<file path="src/rtl/rtc_pkg.sv">
package rtc_pkg;
  typedef enum logic [1:0] {
    ACC_NONE = 2'd0,
    ACC_RD   = 2'd1,
    ACC_WR   = 2'd2
  } acc_e;
endpackage

</file>
<file path="src/rtl/rtc_ptr.sv">
module rtc_ptr #(
  parameter int NUM_LOC = 6,
  parameter int ADDR_W  = 3
) (
  input  logic              clk,
  input  logic              rst,
  input  logic              start_ok,
  input  logic [ADDR_W-1:0] start_addr,
  input  logic              step,
  output logic [ADDR_W-1:0] ptr_o
);
  localparam logic [ADDR_W-1:0] LAST = ADDR_W'(NUM_LOC - 1);

  always_ff @(posedge clk) begin
    if (rst) begin
      ptr_o <= '0;
    end else if (start_ok) begin
      ptr_o <= (start_addr > LAST) ? '0 : start_addr;
    end else if (step) begin
      ptr_o <= (ptr_o == LAST) ? '0 : ptr_o + 1'b1;
    end
  end

  AST_PTR_RANGE: assert property (@(posedge clk) disable iff (rst) ptr_o <= LAST);
  AST_PTR_WRAP: assert property (@(posedge clk) disable iff (rst)
    (step && !start_ok && ptr_o == LAST) |=> ptr_o == '0);
endmodule

</file>
<file path="src/rtl/rtc_counter.sv">
module rtc_counter #(
  parameter int CNT_BYTES = 4,
  parameter int DATA_W    = 8,
  parameter int ADDR_W    = 3
) (
  input  logic                        clk,
  input  logic                        rst,
  input  logic                        tick,
  input  logic                        count_en,
  input  logic                        snap,
  input  logic                        wr_en,
  input  logic [ADDR_W-1:0]           wr_addr,
  input  logic [DATA_W-1:0]           wdata,
  output logic [CNT_BYTES*DATA_W-1:0] shadow_o
);
  localparam int CNT_W = CNT_BYTES * DATA_W;
  localparam int STG_N = CNT_BYTES - 1;
  localparam logic [ADDR_W-1:0] TOP_ADDR = ADDR_W'(CNT_BYTES - 1);

  logic [CNT_W-1:0]  count_q;
  logic [CNT_W-1:0]  load_val;
  logic [DATA_W-1:0] stage_q [STG_N];
  logic              pend_q;
  logic              load;
  logic              inc;

  assign load = wr_en && (wr_addr == TOP_ADDR);
  assign inc  = pend_q && count_en && !load;

  generate
    for (genvar g = 0; g < STG_N; g++) begin : g_stage
      always_ff @(posedge clk) begin
        if (rst) begin
          stage_q[g] <= '0;
        end else if (wr_en && wr_addr == ADDR_W'(g)) begin
          stage_q[g] <= wdata;
        end
      end
    end
  endgenerate

  always_comb begin
    load_val = '0;
    for (int k = 0; k < STG_N; k++) begin
      load_val[k*DATA_W +: DATA_W] = stage_q[k];
    end
    load_val[STG_N*DATA_W +: DATA_W] = wdata;
  end

  always_ff @(posedge clk) begin
    if (rst) begin
      pend_q <= 1'b0;
    end else if (load) begin
      pend_q <= 1'b0;
    end else begin
      pend_q <= tick;
    end
  end

  always_ff @(posedge clk) begin
    if (rst) begin
      count_q <= '0;
    end else if (load) begin
      count_q <= load_val;
    end else if (inc) begin
      count_q <= count_q + CNT_W'(1);
    end
  end

  always_ff @(posedge clk) begin
    if (rst) begin
      shadow_o <= '0;
    end else if (snap) begin
      shadow_o <= count_q;
    end
  end

  AST_CNT_STEP: assert property (@(posedge clk) disable iff (rst)
    (pend_q && count_en && !load) |=> count_q == $past(count_q) + CNT_W'(1));
  AST_CNT_FROZEN: assert property (@(posedge clk) disable iff (rst)
    (!count_en && !load) |=> $stable(count_q));
  AST_LOAD_DROPS_TICK: assert property (@(posedge clk) disable iff (rst)
    load |=> !pend_q);
endmodule

</file>
<file path="src/rtl/rtc_ctrl.sv">
module rtc_ctrl #(
  parameter int DATA_W    = 8,
  parameter int ADDR_W    = 3,
  parameter int CTRL_ADDR = 4,
  parameter int TCS_ADDR  = 5,
  parameter int EOSC_BIT  = 7
) (
  input  logic              clk,
  input  logic              rst,
  input  logic              wr_en,
  input  logic [ADDR_W-1:0] wr_addr,
  input  logic [DATA_W-1:0] wdata,
  input  logic              on_backup,
  output logic [DATA_W-1:0] ctrl_q,
  output logic [DATA_W-1:0] trickle_q,
  output logic              eosc_o,
  output logic              osc_run_o,
  output logic              standby_o
);
  localparam logic [ADDR_W-1:0] CTRL_A = ADDR_W'(CTRL_ADDR);
  localparam logic [ADDR_W-1:0] TCS_A  = ADDR_W'(TCS_ADDR);

  assign eosc_o = ctrl_q[EOSC_BIT];

  always_ff @(posedge clk) begin
    if (rst) begin
      ctrl_q    <= '0;
      trickle_q <= '0;
    end else if (wr_en) begin
      if (wr_addr == CTRL_A) ctrl_q    <= wdata;
      if (wr_addr == TCS_A)  trickle_q <= wdata;
    end
  end

  always_ff @(posedge clk) begin
    if (rst) begin
      osc_run_o <= 1'b1;
      standby_o <= 1'b0;
    end else begin
      osc_run_o <= !(on_backup && eosc_o);
      standby_o <= on_backup && eosc_o;
    end
  end

  AST_RUN_XOR_STANDBY: assert property (@(posedge clk) disable iff (rst)
    osc_run_o != standby_o);
endmodule

</file>
<file path="src/rtl/rtc_seconds_regfile.sv">
module rtc_seconds_regfile #(
  parameter int CNT_BYTES = 4,
  parameter int DATA_W    = 8,
  parameter int EOSC_BIT  = 7
) (
  input  logic              clk,
  input  logic              rst,
  input  logic              tick_i,
  input  logic              pwr_fail_i,
  input  logic              on_backup_i,
  input  logic              start_i,
  input  logic [2:0]        addr_i,
  input  logic              wr_i,
  input  logic [DATA_W-1:0] wdata_i,
  input  logic              rd_i,
  output logic [DATA_W-1:0] rdata_o,
  output logic              rdata_vld_o,
  output logic              osc_run_o,
  output logic              standby_o,
  output logic [DATA_W-1:0] trickle_cfg_o
);
  import rtc_pkg::*;

  localparam int NUM_LOC   = CNT_BYTES + 2;
  localparam int ADDR_W    = 3;
  localparam int CTRL_ADDR = CNT_BYTES;
  localparam int TCS_ADDR  = CNT_BYTES + 1;
  localparam int CNT_W     = CNT_BYTES * DATA_W;

  logic              start_ok;
  acc_e              acc;
  logic [ADDR_W-1:0] ptr;
  logic [CNT_W-1:0]  shadow;
  logic [DATA_W-1:0] ctrl_q;
  logic [DATA_W-1:0] trickle_q;
  logic              eosc;
  logic [DATA_W-1:0] sel_byte;
  logic              wr_ok;
  logic              rd_ok;

  assign start_ok = start_i && !pwr_fail_i;

  always_comb begin
    acc = ACC_NONE;
    if (!pwr_fail_i && !start_i) begin
      if (wr_i)      acc = ACC_WR;
      else if (rd_i) acc = ACC_RD;
    end
  end

  assign wr_ok = (acc == ACC_WR);
  assign rd_ok = (acc == ACC_RD);

  rtc_ptr #(
    .NUM_LOC (NUM_LOC),
    .ADDR_W  (ADDR_W)
  ) u_ptr (
    .clk        (clk),
    .rst        (rst),
    .start_ok   (start_ok),
    .start_addr (addr_i),
    .step       (wr_ok || rd_ok),
    .ptr_o      (ptr)
  );

  rtc_counter #(
    .CNT_BYTES (CNT_BYTES),
    .DATA_W    (DATA_W),
    .ADDR_W    (ADDR_W)
  ) u_counter (
    .clk      (clk),
    .rst      (rst),
    .tick     (tick_i),
    .count_en (!eosc),
    .snap     (start_ok),
    .wr_en    (wr_ok),
    .wr_addr  (ptr),
    .wdata    (wdata_i),
    .shadow_o (shadow)
  );

  rtc_ctrl #(
    .DATA_W    (DATA_W),
    .ADDR_W    (ADDR_W),
    .CTRL_ADDR (CTRL_ADDR),
    .TCS_ADDR  (TCS_ADDR),
    .EOSC_BIT  (EOSC_BIT)
  ) u_ctrl (
    .clk       (clk),
    .rst       (rst),
    .wr_en     (wr_ok),
    .wr_addr   (ptr),
    .wdata     (wdata_i),
    .on_backup (on_backup_i),
    .ctrl_q    (ctrl_q),
    .trickle_q (trickle_q),
    .eosc_o    (eosc),
    .osc_run_o (osc_run_o),
    .standby_o (standby_o)
  );

  always_comb begin
    sel_byte = '0;
    for (int k = 0; k < CNT_BYTES; k++) begin
      if (ptr == ADDR_W'(k)) sel_byte = shadow[k*DATA_W +: DATA_W];
    end
    if (ptr == ADDR_W'(CTRL_ADDR)) sel_byte = ctrl_q;
    if (ptr == ADDR_W'(TCS_ADDR))  sel_byte = trickle_q;
  end

  always_ff @(posedge clk) begin
    if (rst) begin
      rdata_o     <= '0;
      rdata_vld_o <= 1'b0;
    end else begin
      rdata_vld_o <= rd_ok;
      if (rd_ok) rdata_o <= sel_byte;
    end
  end

  assign trickle_cfg_o = trickle_q;

  AST_PF_NO_READ: assert property (@(posedge clk) disable iff (rst)
    pwr_fail_i |=> !rdata_vld_o);
  AST_START_BLOCKS_READ: assert property (@(posedge clk) disable iff (rst)
    start_i |=> !rdata_vld_o);
endmodule

</file>
<file path="config.mk">
export PLATFORM = sky130hd
export DESIGN_NAME = rtc_seconds_regfile
export DESIGN_NICKNAME = d
export VERILOG_FILES = /design/src/rtl/rtc_pkg.sv /design/src/rtl/rtc_ptr.sv /design/src/rtl/rtc_counter.sv /design/src/rtl/rtc_ctrl.sv /design/src/rtl/rtc_seconds_regfile.sv
export SDC_FILE = /design/constraint.sdc
export NUM_CORES = 1
export LEC_CHECK = 0
export BUFFER_PORTS_ARGS = -buffer_cell sky130_fd_sc_hd__buf_2
export CORE_MARGIN = 5
export CORE_UTILIZATION = 65
export CTS_CLUSTER_DIAMETER = 150
export CTS_CLUSTER_SIZE = 14
export DETAILED_ROUTE_END_ITERATION = 6
export GPL_ROUTABILITY_DRIVEN = 0
export PLACE_DENSITY = 0.88
export SLEW_MARGIN = 15
export SYNTH_ARGS = -nofsm -noshare
export SYNTH_HDL_FRONTEND = slang
export SYNTH_HIERARCHICAL = 1
export SYNTH_SLANG_ARGS = --single-unit
</file>
<file path="constraint.sdc">
create_clock -name clk -period 6.15 [get_ports clk]
set_clock_uncertainty 0.2 [all_clocks]
set_input_delay 1.845 -clock clk [delete_from_list [all_inputs] [get_ports clk]]
set_output_delay 1.845 -clock clk [all_outputs]
set_load 0.02 [all_outputs]
</file>
Word level (Yosys, flattened, before mapping)

Memory sizes are Yosys's and may differ from the RTL's.
Cells that the tools add are included.

Memories: 1
Bits in writable memories: 24
Flip-flop bits (word level): 95
Bits in latches: 0
Bits of input ports: 19
Bits in read-only memories: 0
Logic and storage cells: 74

Memories:

| name              | depth | width | read ports | clocked after memory_dff | write ports | RTL line          | text |
|---|---|---|---|---|---|---|---|
| u_counter.stage_q | 3     | 8     | 3          | 0                        | 3           | rtc_counter.sv:22 | `logic [DATA_W-1:0] stage_q [STG_N];` |

Equal/unequal tests: 7
Multiply operators: 0
Reductions and logical operators: 21
Shift-type cells: 0
Divide/modulo/power cells: 0
$lt $le $gt $ge: 1
$add $sub $neg: 2
Multiplexer cells: 29
Bitwise gates (word level): 3

Operators with widths:

| cell                  | number |
|---|---|
| $mux 8                | 9 |
| $mux 32               | 2 |
| $add 32x1->32 const B | 1 |
| $mux 1                | 12 |
| $mux 3                | 4 |
| $logic_and 1x1->1     | 9 |
| $eq 3x2->1 const B    | 2 |
| $eq 3x3->1 const B    | 2 |
| $logic_not 1->1       | 5 |
| $mux 2                | 2 |
| $reduce_and 2->1      | 2 |
| $reduce_bool 2->1     | 2 |
| $add 3x1->3 const B   | 1 |
| $eq 3x1->1 const B    | 1 |
| $gt 3x3->1 const B    | 1 |
| $logic_not 3->1       | 1 |
| $or 1x1->1            | 3 |
| $eq 2x1->1 const B    | 1 |
| $eq 2x2->1 const B    | 1 |
| $reduce_or 2->1       | 1 |
| $logic_or 1x1->1      | 1 |

Longest topological paths before layout

Word-level depth: 9
Gate-level depth with buffers: 10

By module

Netlist, hierarchy kept.

By module, submodules not included:

| module              | instances | cells an instance | area an instance (um2) |
|---|---|---|---|
| rtc_counter         | 1         | 431               | 4110.2 |
| rtc_seconds_regfile | 1         | 100               | 817.0 |
| rtc_ctrl            | 1         | 70                | 762.0 |
| rtc_ptr             | 1         | 21                | 182.7 |

Worst setup path before layout

No wires, ideal clock.

Path kind: input to register
Start: input port start_i
End: register u_counter.count_q[27]
Data required time: 5885 ps
Library setup time: 65 ps
Data arrival time: 3515 ps
Path buffers: 1
Stages on the path: 8
Slack: 2370 ps
Cells stage by stage: nor2_1 -> nand3b_1 -> ha_1 -> and4b_1 -> clkbuf_1 -> nor3_1 -> o311ai_0 -> nand3_1

Longest elaborated chain between the ends: 8
Elaborated cells on any way between the ends: 9
Classes of those cells: eq/ne (1); mux (2); reduce/logical (6)

Ends and longest elaborated chain:

| what                        | RTL line                  | text |
|---|---|---|
| start, declared             | rtc_seconds_regfile.sv:11 | `input logic start_i,` |
| $logic_not 1->1 *           | rtc_seconds_regfile.sv:45 | `if (!pwr_fail_i && !start_i) begin` |
| $logic_and 1x1->1 *         | rtc_seconds_regfile.sv:45 |  |
| $mux 2 *                    | rtc_seconds_regfile.sv:45 |  |
| $eq 2x2->1 *                | rtc_seconds_regfile.sv:51 | `assign wr_ok = (acc == ACC_WR);` |
| via wr_ok                   | rtc_seconds_regfile.sv:38 | `logic wr_ok;` |
| $logic_and 1x1->1 *         | rtc_counter.sv:27         | `assign load = wr_en && (wr_addr == TOP_ADDR);` |
| $logic_not 1->1             | rtc_counter.sv:28         | `assign inc = pend_q && count_en && !load;` |
| $logic_and 1x1->1           | rtc_counter.sv:28         |  |
| $reduce_bool 2->1 (no line) | n/a                       |  |
| end signal, assigned        | rtc_counter.sv:64         | `count_q <= load_val;` |
| end signal, assigned        | rtc_counter.sv:66         | `count_q <= count_q + CNT_W'(1);` |
| end, declared               | rtc_counter.sv:20         | `logic [CNT_W-1:0] count_q;` |

The timed path passes the listed nets; every way through them passes the cells marked *.
A chain may end at the register's enable or synchronous reset.

Final worst setup path

Start: input port pwr_fail_i
End: register u_counter.count_q[27]

Longest elaborated chain between the ends: 8
Elaborated cells on any way between the ends: 9
Classes of those cells: eq/ne (1); mux (2); reduce/logical (6)

Ends and longest elaborated chain:

| what                        | RTL line                  | text |
|---|---|---|
| start, declared             | rtc_seconds_regfile.sv:9  | `input logic pwr_fail_i,` |
| $logic_not 1->1 *           | rtc_seconds_regfile.sv:45 |  |
| $logic_and 1x1->1 *         | rtc_seconds_regfile.sv:45 |  |
| $mux 2 *                    | rtc_seconds_regfile.sv:45 |  |
| $eq 2x2->1 *                | rtc_seconds_regfile.sv:51 |  |
| via wr_ok                   | rtc_seconds_regfile.sv:38 |  |
| $logic_and 1x1->1 *         | rtc_counter.sv:27         |  |
| $logic_not 1->1             | rtc_counter.sv:28         |  |
| $logic_and 1x1->1           | rtc_counter.sv:28         |  |
| $reduce_bool 2->1 (no line) | n/a                       |  |

Marks and branches as above.

==> metrics.cfg <==
[pwr]
max-vdd-ir-drop_mv=0.2376
p_per_area_nw_per_um2=280.4
static-leakage-power_nw=2.484
power_frac_clock=0.500
share_comb_of_total_power=0.058
power_report.internal_total_mw=1.386
seq_power_share=0.443
netSwitchingFraction=0.2507
power_spent_charging_and_discharging_nets_uw=463.8

[floorplanning]
start_util=0.6700
fp.dieW_um=105.0
floorplan.die_area_sq_um=11030
site_row_count=34
boundaryPins=38
core_area_sq_um=8763
die_height_um=105.0

[worst_hold_path]
worst_hold_startpoint=u_ctrl/ctrl_q[6]
worstHoldPathCells=2
hold_class=reg -> reg
hold_critical_path_endpoint=u_ctrl/ctrl_q[6]

[sta]
timing_max_transition_violations_final=0
fin_crit_sh=0.6370
whs_ns=0.2914
rsz0062_at_grt=false
final_hold_violations=0
setup-tns-final_ns=0
setup-violations-final=0
slew-limit-headroom=0.2269
final_period_minus_worst_setup_slack_ns=3.918
fmaxAchievable_mhz=255.3
worst_pin_slew_ns=1.150

[cts]
tritoncts=yes
cts.htree.levels=4
number_of_clock_buffers_inserted_by_tritoncts=17
post_cts_resize_count=0
clock_tree.root_cell=sky130_fd_sc_hd__clkbuf_8
ctsHoldBuffers=0
cts.sinks=119
clkTransAtPathRegs_ns=0.06
cts_buffer_depth=2
clk_latency_ns=0.53
cts_post_setup_buffers_inserted=0

[setup_path]
timing.reg2reg.worst_path_depth=4
count_of_buffer_and_inverter_cells_on_the_critical_path=1
path_class=in -> reg
worst_r2r_endpoint=u_counter/count_q[29]
worst_path_dominant_cell_family=simple AND/OR/NAND/NOR gates
critical_path.endpoint_type=flip-flop
slowest_delay_ns=0.85
r2r-start=u_counter/count_q[10]
critPathLaunchType=input port
slowest_stage=sky130_fd_sc_hd__nor3_1
worst-endpoint-arrival_ns=4.18
ff2ff_setup_slack_ns=3.34
timing.critical_path.required_ns=6.41
timing.critical_path.cells=buf_2 -> nor2_1 -> nand3b_1 -> ha_1 -> and4b_1 -> nor3_1 -> o311ai_0 -> nand3_1
crit_fanout=14

[detailed_routing]
drt-vias-per-instance=6.796
drt-initial-drc-count=865
drt_first_pass_iters=6
num_vias=5158
wl_mm=16.03
wire_per_inst_um=21.12
drtAntennaViolNets=0
post_detailed_route_drc_marker_count=0

[logic_synthesis]
synth-seq-cells=119
mapped_nets=644
yosysSeqAreaShare=0.4466
number_of_flops_mapped_to_enable_cells_by_yosys=24
synth_top_flop_cell=sky130_fd_sc_hd__dfxtp_1
syn-instance-count=622
syn_avg_cell_area_sq_um=9.440
synth.yosys.warnings=6
share_of_flip_flops_with_an_asynchronous_set_or_reset_after_synthesis=0
yosys.cell_types.count=64
total_standard_cell_area_after_synthesis_sq_um=5872

[grt]
initial_antenna_violation_count=0
track_usage=0.2867
grt_max_degree=82
globalRouteOverflowTotal=0
via_count_of_the_first_global_routing_pass=4881
wire_length_of_the_first_global_routing_pass_mm=25.52

[final_layout]
layout.filler_cells=554
multi_input_comb_area_sq_um=2989
antennaDiodeCount=0
syn_to_final_growth_pct=12.36
ff_latch_area_sq_um=2623
finish.net_count=660
final_layout_size_suffix_gt1_frac=0.1413
utilization=0.7529

[place]
numPortBuffers=37
dp_hpwl_mm=10.24

[run_status]
outcome=finished, final reports clean

[job]
maxCapViolations=0

[flip-flops by register name, indices dropped and copies added, names as in the netlist]
| register | count |
|---|---|
| u_ctrl/ctrl_q | 8 |
| u_counter/pend_q | 1 |
| u_ctrl/standby_o | 1 |
| u_ptr/ptr_o | 3 |
| rdata_vld_o | 1 |
| u_ctrl/trickle_q | 8 |
| u_counter/stage_q | 24 |
| u_ctrl/osc_run_o | 1 |
| u_counter/shadow_o | 32 |
| u_counter/count_q | 32 |
| rdata_o | 8 |
[cell families after synthesis]
family,share of synthesized area
AND/OR/NAND/NOR,0.2497
adder cells (fa/ha/maj),0.006393
buffers and inverters,0.04666
AO/OA/AOI/OAI,0.1385
multiplexers,0.09567
flip-flops,0.4466
XOR/XNOR,0.01641
[worst max-delay path by stage]
stage,start,endpoint,slack [ns],cells after the start
finish,pwr_fail_i,u_counter/count_q[27],2.23,8
global placement,pwr_fail_i,u_counter/count_q[27],1.90,8
floorplan,start_i,u_counter/count_q[27],2.37,8
CTS,pwr_fail_i,u_counter/count_q[27],2.33,8
global route,pwr_fail_i,u_counter/count_q[27],2.13,8
detailed placement,pwr_fail_i,u_counter/count_q[27],1.74,8
[power groups by stage]
| stage | Clock [mW] | Combinational [mW] | Sequential (mW) |
|---|---|---|---|
| 5_1_grt | 0.959 | 0.114 | 0.820 |
| 6_report | 0.924 | 0.107 | 0.819 |
| 3_5_place_dp | 0 | 0.103 | 0.835 |
| 2_1_floorplan | 0 | 0.0719 | 0.833 |
| 4_1_cts | 0.921 | 0.104 | 0.819 |
| 3_3_place_gp | 0 | 0.0998 | 0.835 |
[cell type report]
class / instances / area share
multi-input combinational: 441 / 0.4531
sequential: 119 / 0.3975
clock buffer: 20 / 0.07074
timing repair buffer: 43 / 0.03489
tap: 108 / 0.02048
clock inverter: 12 / 0.01422
inverter: 16 / 0.009103
[cell usage after synthesis (6+ instances only)]
cell type	n	area share
sky130_fd_sc_hd__nand4_1	18	0.019
sky130_fd_sc_hd__nand3_1	20	0.017
sky130_fd_sc_hd__and3_1	7	0.0075
sky130_fd_sc_hd__a21o_1	8	0.010
sky130_fd_sc_hd__a32oi_1	6	0.0089
sky130_fd_sc_hd__a311oi_1	6	0.0089
sky130_fd_sc_hd__nand2_1	27	0.017
sky130_fd_sc_hd__buf_2	6	0.0051
sky130_fd_sc_hd__or3_1	8	0.0085
sky130_fd_sc_hd__nor2_1	56	0.036
sky130_fd_sc_hd__clkbuf_1	26	0.017
sky130_fd_sc_hd__nor4_1	15	0.016
sky130_fd_sc_hd__nor3_1	8	0.0068
sky130_fd_sc_hd__o21ai_0	19	0.016
sky130_fd_sc_hd__inv_1	16	0.010
sky130_fd_sc_hd__nand2b_1	31	0.033
sky130_fd_sc_hd__nor2b_1	6	0.0064
sky130_fd_sc_hd__xor2_1	7	0.010
sky130_fd_sc_hd__a21oi_1	15	0.013
sky130_fd_sc_hd__mux2i_1	55	0.094
sky130_fd_sc_hd__a211oi_1	7	0.0089
sky130_fd_sc_hd__and2_1	26	0.028
sky130_fd_sc_hd__dfxtp_1	95	0.32
sky130_fd_sc_hd__a31oi_1	11	0.012
sky130_fd_sc_hd__o211ai_1	6	0.0077
sky130_fd_sc_hd__edfxtp_1	24	0.12
sky130_fd_sc_hd__buf_1	8	0.0051
sky130_fd_sc_hd__or4_1	6	0.0077
[cell usage in the layout (no fill, tap or decap), drive strengths merged, types with 5 or more instances in the layout]
master,n
buf,43
and2,26
edfxtp,24
inv,18
nor2,56
a21oi,15
or4,6
clkbuf,20
nand2b,32
or3,8
o31ai,5
and3,7
nor3b,6
nor3,8
a32oi,6
a311oi,6
nand3,21
dfxtp,95
nand4,19
xor2,7
mux2i,55
clkinvlp,6
o211ai,6
a22oi,5
nor4,15
nand2,27
a211oi,8
o21ai,19
a31oi,11
a21o,8
nor2b,7
[worst min-delay path, delay by kind of cell (launching register included)]
kind | cells | cell delay (ns)
DFF | 1 | 0.31
muxes | 1 | 0.06
and+or+nand+nor | 1 | 0.07
[metal layers]
| layer | vias to the layer above | share of wire | GRT usage |
|---|---|---|---|
| li1 | 2317 | - | - |
| met1 | 2383 | 0.39 | 0.3769 |
| met3 | 73 | 0.11 | 0.06535 |
| met4 | 0 | 0.044 | 0.1196 |
| met5 | - | 0 | 0 |
| met2 | 385 | 0.46 | 0.4555 |
[through the flow]
step | std cells | area (sq um) | power [mW] | setup WS, ns
after floorplan | 622 | 5872 | 0.9053 | 2.370
after global placement | 727 | 6031 | 0.9346 | 1.897
after detailed placement | 727 | 6031 | 0.9377 | 1.738
after CTS | 759 | 6591 | 1.844 | 2.329
after global routing | 759 | 6598 | 1.892 | 2.126
final | 759 | 6598 | 1.850 | 2.232
Power figures use the tool's default switching activity.
